===== src/rtl/tbp_pkg.sv =====
package tbp_pkg;

    typedef enum logic [2:0] {
        ST_IDLE,
        ST_PAIR_A,
        ST_PAIR_B,
        ST_CONF_A,
        ST_CONF_B
    } tbp_state_e;

    typedef struct packed {
        tbp_state_e state;
        logic       ref_bit;
        logic       done;
        logic       fail;
    } tbp_regs_t;

endpackage


===== src/rtl/tbp_bit_pick.sv =====
module tbp_bit_pick #(
    parameter int DATA_W  = 8,
    parameter int TOG_IDX = 6,
    parameter int ERR_IDX = 5
) (
    input  logic [DATA_W-1:0] data,
    output logic              tog,
    output logic              err
);
    generate
        if (TOG_IDX < DATA_W) begin : g_tog
            assign tog = data[TOG_IDX];
        end else begin : g_tog_none
            assign tog = 1'b0;
        end
        if (ERR_IDX < DATA_W) begin : g_err
            assign err = data[ERR_IDX];
        end else begin : g_err_none
            assign err = 1'b0;
        end
    endgenerate
endmodule


===== src/rtl/tbp_ctrl.sv =====
module tbp_ctrl
    import tbp_pkg::*;
(
    input  logic clk,
    input  logic rst,
    input  logic start,
    input  logic rd_ack,
    input  logic tog,
    input  logic err,
    output logic rd_req,
    output logic done,
    output logic fail
);
    tbp_regs_t r_q, r_d;
    logic      accept;

    assign rd_req = (r_q.state != ST_IDLE);
    assign accept = rd_req && rd_ack;
    assign done   = r_q.done;
    assign fail   = r_q.fail;

    always_comb begin
        r_d      = r_q;
        r_d.done = 1'b0;
        r_d.fail = 1'b0;
        case (r_q.state)
            ST_IDLE: begin
                if (start) r_d.state = ST_PAIR_A;
            end
            ST_PAIR_A: begin
                if (accept) begin
                    r_d.ref_bit = tog;
                    r_d.state   = ST_PAIR_B;
                end
            end
            ST_PAIR_B: begin
                if (accept) begin
                    if (tog == r_q.ref_bit) begin
                        r_d.done  = 1'b1;
                        r_d.state = ST_IDLE;
                    end else if (err) begin
                        r_d.state = ST_CONF_A;
                    end else begin
                        r_d.state = ST_PAIR_A;
                    end
                end
            end
            ST_CONF_A: begin
                if (accept) begin
                    r_d.ref_bit = tog;
                    r_d.state   = ST_CONF_B;
                end
            end
            ST_CONF_B: begin
                if (accept) begin
                    if (tog == r_q.ref_bit) r_d.done = 1'b1;
                    else                    r_d.fail = 1'b1;
                    r_d.state = ST_IDLE;
                end
            end
            default: r_d.state = ST_IDLE;
        endcase
    end

    always_ff @(posedge clk) begin
        if (rst) begin
            r_q.state   <= ST_IDLE;
            r_q.ref_bit <= 1'b0;
            r_q.done    <= 1'b0;
            r_q.fail    <= 1'b0;
        end else begin
            r_q <= r_d;
        end
    end

    AST_START_REQ:  assert property (@(posedge clk) disable iff (rst) (!rd_req && start) |=> rd_req);
    AST_REQ_HOLD:   assert property (@(posedge clk) disable iff (rst) (rd_req && !rd_ack) |=> rd_req);
    AST_END_ON_ACK: assert property (@(posedge clk) disable iff (rst) (done || fail) |-> $past(rd_req && rd_ack));
    AST_EXCL:       assert property (@(posedge clk) disable iff (rst) !(done && fail));
    AST_DONE_PULSE: assert property (@(posedge clk) disable iff (rst) done |=> !done);
    AST_FAIL_PULSE: assert property (@(posedge clk) disable iff (rst) fail |=> !fail);
endmodule


===== src/rtl/toggle_poll_top.sv =====
module toggle_poll_top #(
    parameter int TOGGLE_SEL = 6
) (
    input  logic       clk,
    input  logic       rst,
    input  logic       start,
    output logic       rd_req,
    input  logic       rd_ack,
    input  logic [7:0] rd_data,
    output logic       done,
    output logic       fail
);
    localparam int DATA_W  = 8;
    localparam int ERR_IDX = 5;
    localparam int TOG_IDX = (TOGGLE_SEL == 2) ? 2 : 6;

    logic tog, err;

    tbp_bit_pick #(
        .DATA_W (DATA_W),
        .TOG_IDX(TOG_IDX),
        .ERR_IDX(ERR_IDX)
    ) u_pick (
        .data(rd_data),
        .tog (tog),
        .err (err)
    );

    tbp_ctrl u_ctrl (
        .clk   (clk),
        .rst   (rst),
        .start (start),
        .rd_ack(rd_ack),
        .tog   (tog),
        .err   (err),
        .rd_req(rd_req),
        .done  (done),
        .fail  (fail)
    );
endmodule


===== config.mk =====
export PLATFORM = sky130hd
export DESIGN_NAME = toggle_poll_top
export DESIGN_NICKNAME = d
export VERILOG_FILES = /design/src/rtl/tbp_pkg.sv /design/src/rtl/tbp_bit_pick.sv /design/src/rtl/tbp_ctrl.sv /design/src/rtl/toggle_poll_top.sv
export SDC_FILE = /design/constraint.sdc
export NUM_CORES = 1
export LEC_CHECK = 0
export ABC_AREA = 1
export BUFFER_PORTS_ARGS = -buffer_cell sky130_fd_sc_hd__buf_2
export CORE_AREA = 2 2 39 41
export CTS_BUF_LIST = sky130_fd_sc_hd__clkbuf_8
export DETAILED_ROUTE_END_ITERATION = 8
export DIE_AREA = 0 0 41 43
export HOLD_SLACK_MARGIN = 0.12
export PLACE_DENSITY = 0.45
export SLEW_MARGIN = 20
export SYNTH_ARGS = -nofsm -noshare
export SYNTH_HDL_FRONTEND = slang
export SYNTH_SLANG_ARGS = --single-unit

===== constraint.sdc =====
create_clock -name clk -period 1.8 [get_ports clk]
set_clock_uncertainty 0.15 [all_clocks]
set_input_delay 0.36 -clock clk [delete_from_list [all_inputs] [get_ports clk]]
set_output_delay 0.36 -clock clk [all_outputs]
set_load 0.005 [all_outputs]

# After elaboration in Yosys (flattened, before gate mapping)
# Cells that the tools add are included.
[op_classes]
bitwise = 2
n_reduce_logical = 7
muxes = 14
eq_ne = 10
[ops]
columns = ["cell", "n"]
rows = [
  ["case mux 3 bit (5 select lines)", 1],
  ["2-to-1 mux 3 bit", 3],
  ["2-to-1 mux 4 bit", 2],
  ["!= test 2 x 1 -> 1 bit (second input constant)", 4],
  ["== test 3 x 2 -> 1 bit (second input constant)", 2],
  ["2-to-1 mux 2 bit", 3],
  ["AND reduction 5 bit", 1],
  ["case mux 1 bit (2 select lines)", 2],
  ["== test 3 x 1 -> 1 bit (second input constant)", 1],
  ["== test 3 bit (second input constant)", 1],
  ["zero test 3 bit", 1],
  ["2-to-1 mux 1 bit", 3],
  ["AND reduction 3 bit", 1],
  ["nonzero test 3 bit", 1],
  ["OR reduction 3 bit", 1],
  ["!= test 2 bit (second input constant)", 1],
  ["NOT 1 bit", 2],
  ["nonzero test 2 bit", 1],
  ["== test 1 bit", 1],
  ["logical AND 1 bit", 1],
]
[word_totals]
word_cells = 37
output_inout_bits = 3
reg_bits = 6

# Longest topological paths before layout
[depth]
ltp_word = 4
mapped_depth = 8

# Cells and area by module
# A second synthesis with hierarchy kept.
[hier_totals]
cells_unflattened = 49
area_unflattened_um2 = 331.6
[by_module_without_submodules]
columns = ["mod", "cells_per_inst", "instances", "area_per_inst_um2", "seq_area_each_um2"]
rows = [
  ["tbp_ctrl", 47, 1, 316.6, 120.1],
  ["tbp_bit_pick", 2, 1, 15.0, 0.0],
]

# Worst setup path before layout
# Ideal clock, no wire load.
[synth_timing]
kind = "reg-to-output"
start = "register u_ctrl.r_q[3] (netlist bit)"
end = "output rd_req"
t_arrival_ps = 632
path_stages_with_launch = 5
slack_ps = 658
n_path_buf = 0
path_cell_list = "dfxtp_1 inv_2 nand2_4 nor2_4 inv_4"
[synth_between]
elab_chain_len = 1
[synth_lines]
columns = ["item", "line", "rtl"]
rows = [
  ["from (decl)", "tbp_ctrl.sv:14", "tbp_regs_t r_q, r_d;"],
  ["from (signal assigned)", "tbp_ctrl.sv:72", "r_q <= r_d;"],
  ["nonzero test 3 bit", "tbp_ctrl.sv:17", "assign rd_req = (r_q.state != ST_IDLE);"],
  ["to (decl)", "toggle_poll_top.sv:7", "output logic rd_req,"],
]
# No other way between the ends.

# Worst setup path after layout
# Ends and elaborated chain as after synthesis.

==> results.json <==
{
  "status": "finished, final reports clean",
  "hold_path.class": "in -> reg",
  "synth_compound_area_share_pct": 8.582,
  "share_seq_of_total_power_pct": 32.1,
  "p_per_area_nw_per_um2": 1176,
  "antenna_found_initial": 0,
  "dp_hpwl_um": 548.2,
  "ant_nets": 0,
  "cts_sinks": 6,
  "placed_area_um2": 395.4,
  "finalCriticalPeriod_ns": 1.550,
  "cts_setup_buffers": 0,
  "post-route-period-util_pct": 86.10,
  "synthCells": 50,
  "grt_use_total_pct": 10.52,
  "drc": 0,
  "max_slew_margin_pct": 84.64,
  "ys_types": 17,
  "yosys.area_share.xor_xnor_pct": 0,
  "clock_path_buffers": 2,
  "muxShareOfSynthArea_pct": 0,
  "dieArea_um2": 1763,
  "slew_violations": 0,
  "grt_pass1_wl_mm": 1.200,
  "r2r_end": "u_ctrl.r_q[3]",
  "critPathKind": "reg -> out",
  "cts_htree_levels": 1,
  "cp-endpoint": "rd_req",
  "peakVddDrop_mv": 0.4306,
  "crit_path_end_kind": "output port",
  "fmax_ghz": 0.6452,
  "crit_fanout": 5,
  "n_antenna_cell": 0,
  "ys_warn_count": 0,
  "clk_pin_slew_worst_paths_ns": 0.04,
  "wire_per_inst_um": 8.805,
  "layout_commonest_cell": "nand2_1",
  "coreArea_um2": 1384,
  "die_h_um": 43,
  "fp-row-count": 14,
  "ctsHoldBuffers": 0,
  "cts-root-buf": "clkbuf_8",
  "rsz0062_at_grt": "no",
  "switchingPower_w": 0.0001635,
  "internal_power_w": 0.0003500,
  "ios": 15,
  "hold_viol": 0,
  "viasPerCell": 4.260,
  "timing.rr.start": "u_ctrl.r_q[3]",
  "rr_worst_depth": 6,
  "drtIter0Drc": 4,
  "gp_congestion": 0.7011,
  "critPathArrivalTime_ns": 1.04,
  "p_total_w": 0.0005135,
  "clk_latency_ns": 0.22,
  "p_leak_nw": 0.2062,
  "post-route-cell-area_um2": 436.7,
  "vias": 328,
  "startpoint_type": "register",
  "p_sw_share_pct": 31.84,
  "max-cap-violations": 0,
  "syn-cell-area_um2": 335.3,
  "numCtsBuffers": 3,
  "post_cts_resized": 0,
  "finalWirelength_um": 678,
  "grt_max_degree": 6,
  "ys_seq_elements": 6,
  "slowest_delay_ns": 0.35,
  "ys_seq_area_share_pct": 35.82,
  "critical_path.startpoint": "u_ctrl.r_q[3]",
  "die_width_um": 41,
  "cpMaxStageDelayCell": "dfxtp_1",
  "avgSynthCellArea_um2": 6.706,
  "cp_data_required_time_ns": 1.29,
  "final_cell_mix": "nand2_1 (13), buf_2 (8), nand3_1 (7)",
  "dr.pass1.iters": 3,
  "fin_nets": 75,
  "drive_gt1_share_pct": 34.43,
  "combPwrFrac_pct": 29.5,
  "grt_pass1_vias": 315,
  "cts_tree": "yes",
  "syn_to_final_growth_pct": 30.22,
  "finalSetupViolCount": 0,
  "port_buffers": 8,
  "synth-simple-area-share_pct": 44.78,
  "worstMarginPinSlew_ns": 0.2301,
  "overflow": 0,
  "syn_nets": 62,
  "clkPwrFrac_pct": 38.3,
  "finalSetupTns_ns": 0,
  "synth_fa_ha_area_share_pct": 0,
  "synth_top_family_by_area": "simple AND/OR/NAND/NOR gates",
  "worstPathCellList": "inv_2 > nand2_4 > nor2_4 > inv_4 > buf_2",
  "ff2ff_setup_slack_ns": 0.56,
  "start_util_pct": 24.23
}
-- cells by family (layout without fill, tap and decap cells) --
logic type             Yosys count  in the layout
AO/OA/AOI/OAI                    5              5
buffers and inverters            9             20
flip-flops                       6              6
AND/OR/NAND/NOR                 30             30
-- registers in the layout (all words and copies together) (netlist names) --
register,cells
u_ctrl.done,1
u_ctrl.r_q,4
u_ctrl.fail,1
-- synthesized netlist by cell type --
| library cell | count | area share [%] |
|---|---|---|
| nand2_2 | 2 | 3.7 |
| dfxtp_1 | 6 | 36 |
| a21oi_1 | 3 | 4.5 |
| nor2_1 | 2 | 2.2 |
| inv_2 | 3 | 3.4 |
| nand4_1 | 1 | 1.9 |
| o21ai_0 | 1 | 1.5 |
| nand3_1 | 7 | 10 |
| a21oi_2 | 1 | 2.6 |
| nor4_1 | 1 | 1.9 |
| nor2_2 | 1 | 1.9 |
| nand2_4 | 1 | 3.4 |
| nand2_1 | 13 | 15 |
| inv_1 | 5 | 5.6 |
| nor3_1 | 1 | 1.5 |
| inv_4 | 1 | 1.9 |
| nor2_4 | 1 | 3.4 |
-- cell type report --
cell class                      instances  area [um2]
Multi-Input combinational cell         35       178.9
Inverter                                9       36.28
Sequential cell                         6       120.1
Clock buffer                            3       41.29
Tap cell                               16       20.02
Fill cell                             155       947.2
Timing Repair Buffer                    8       40.04
-- critical path: cells and delay by family, from the launching register on --
| kind | cells | cell delay (ns) |
|---|---|---|
| buffers and inverters | 3 | 0.27 |
| flip-flops | 1 | 0.35 |
| AND/OR/NAND/NOR | 2 | 0.20 |
-- power by group through the flow --
stage / Clock, W / Sequential [W] / Combinational (W)
after floorplan: 0 / 0.000164 / 0.000121
after global placement: 0 / 0.000167 / 0.000156
after detailed placement: 0 / 0.000167 / 0.000154
after CTS: 0.000203 / 0.000165 / 0.000154
after global routing: 0.000216 / 0.000168 / 0.000178
final: 0.000197 / 0.000165 / 0.000152
-- worst min-delay path by stage --
stage / start / to / slack [ns] / cells past startpoint
2_1_floorplan: rst / u_ctrl.r_q[4] / 0.27 / 1
3_3_place_gp: u_ctrl.r_q[2] / u_ctrl.r_q[2] / 0.31 / 2
3_5_place_dp: u_ctrl.r_q[2] / u_ctrl.r_q[2] / 0.31 / 2
4_1_cts: rst / u_ctrl.r_q[4] / 0.18 / 2
5_1_grt: rst / u_ctrl.r_q[4] / 0.18 / 2
6_report: rst / u_ctrl.r_q[4] / 0.18 / 2
-- per-stage QoR --
step | instances | hold WS [ns] | worst slack, ns | utilization [%]
3_3_place_gp | 74 | 0.3096 | 0.4707 | 28.57
6_report | 77 | 0.1815 | 0.2502 | 31.56
4_1_cts | 77 | 0.1814 | 0.2377 | 31.56
3_5_place_dp | 74 | 0.3125 | 0.4785 | 28.57
2_1_floorplan | 50 | 0.2724 | 0.6578 | -
5_1_grt | 77 | 0.1806 | 0.1521 | 31.56
-- layer usage --
layer / up-vias / GRT usage [%] / wire length, um
met5: - / 0 / 0
met4: 0 / 2.000 / 0
met1: 138 / 12.14 / 311
met3: 0 / 9.424 / 56
met2: 9 / 14.37 / 310
li1: 181 / - / -
No activity file was read; power rests on OpenSTA's default activity.
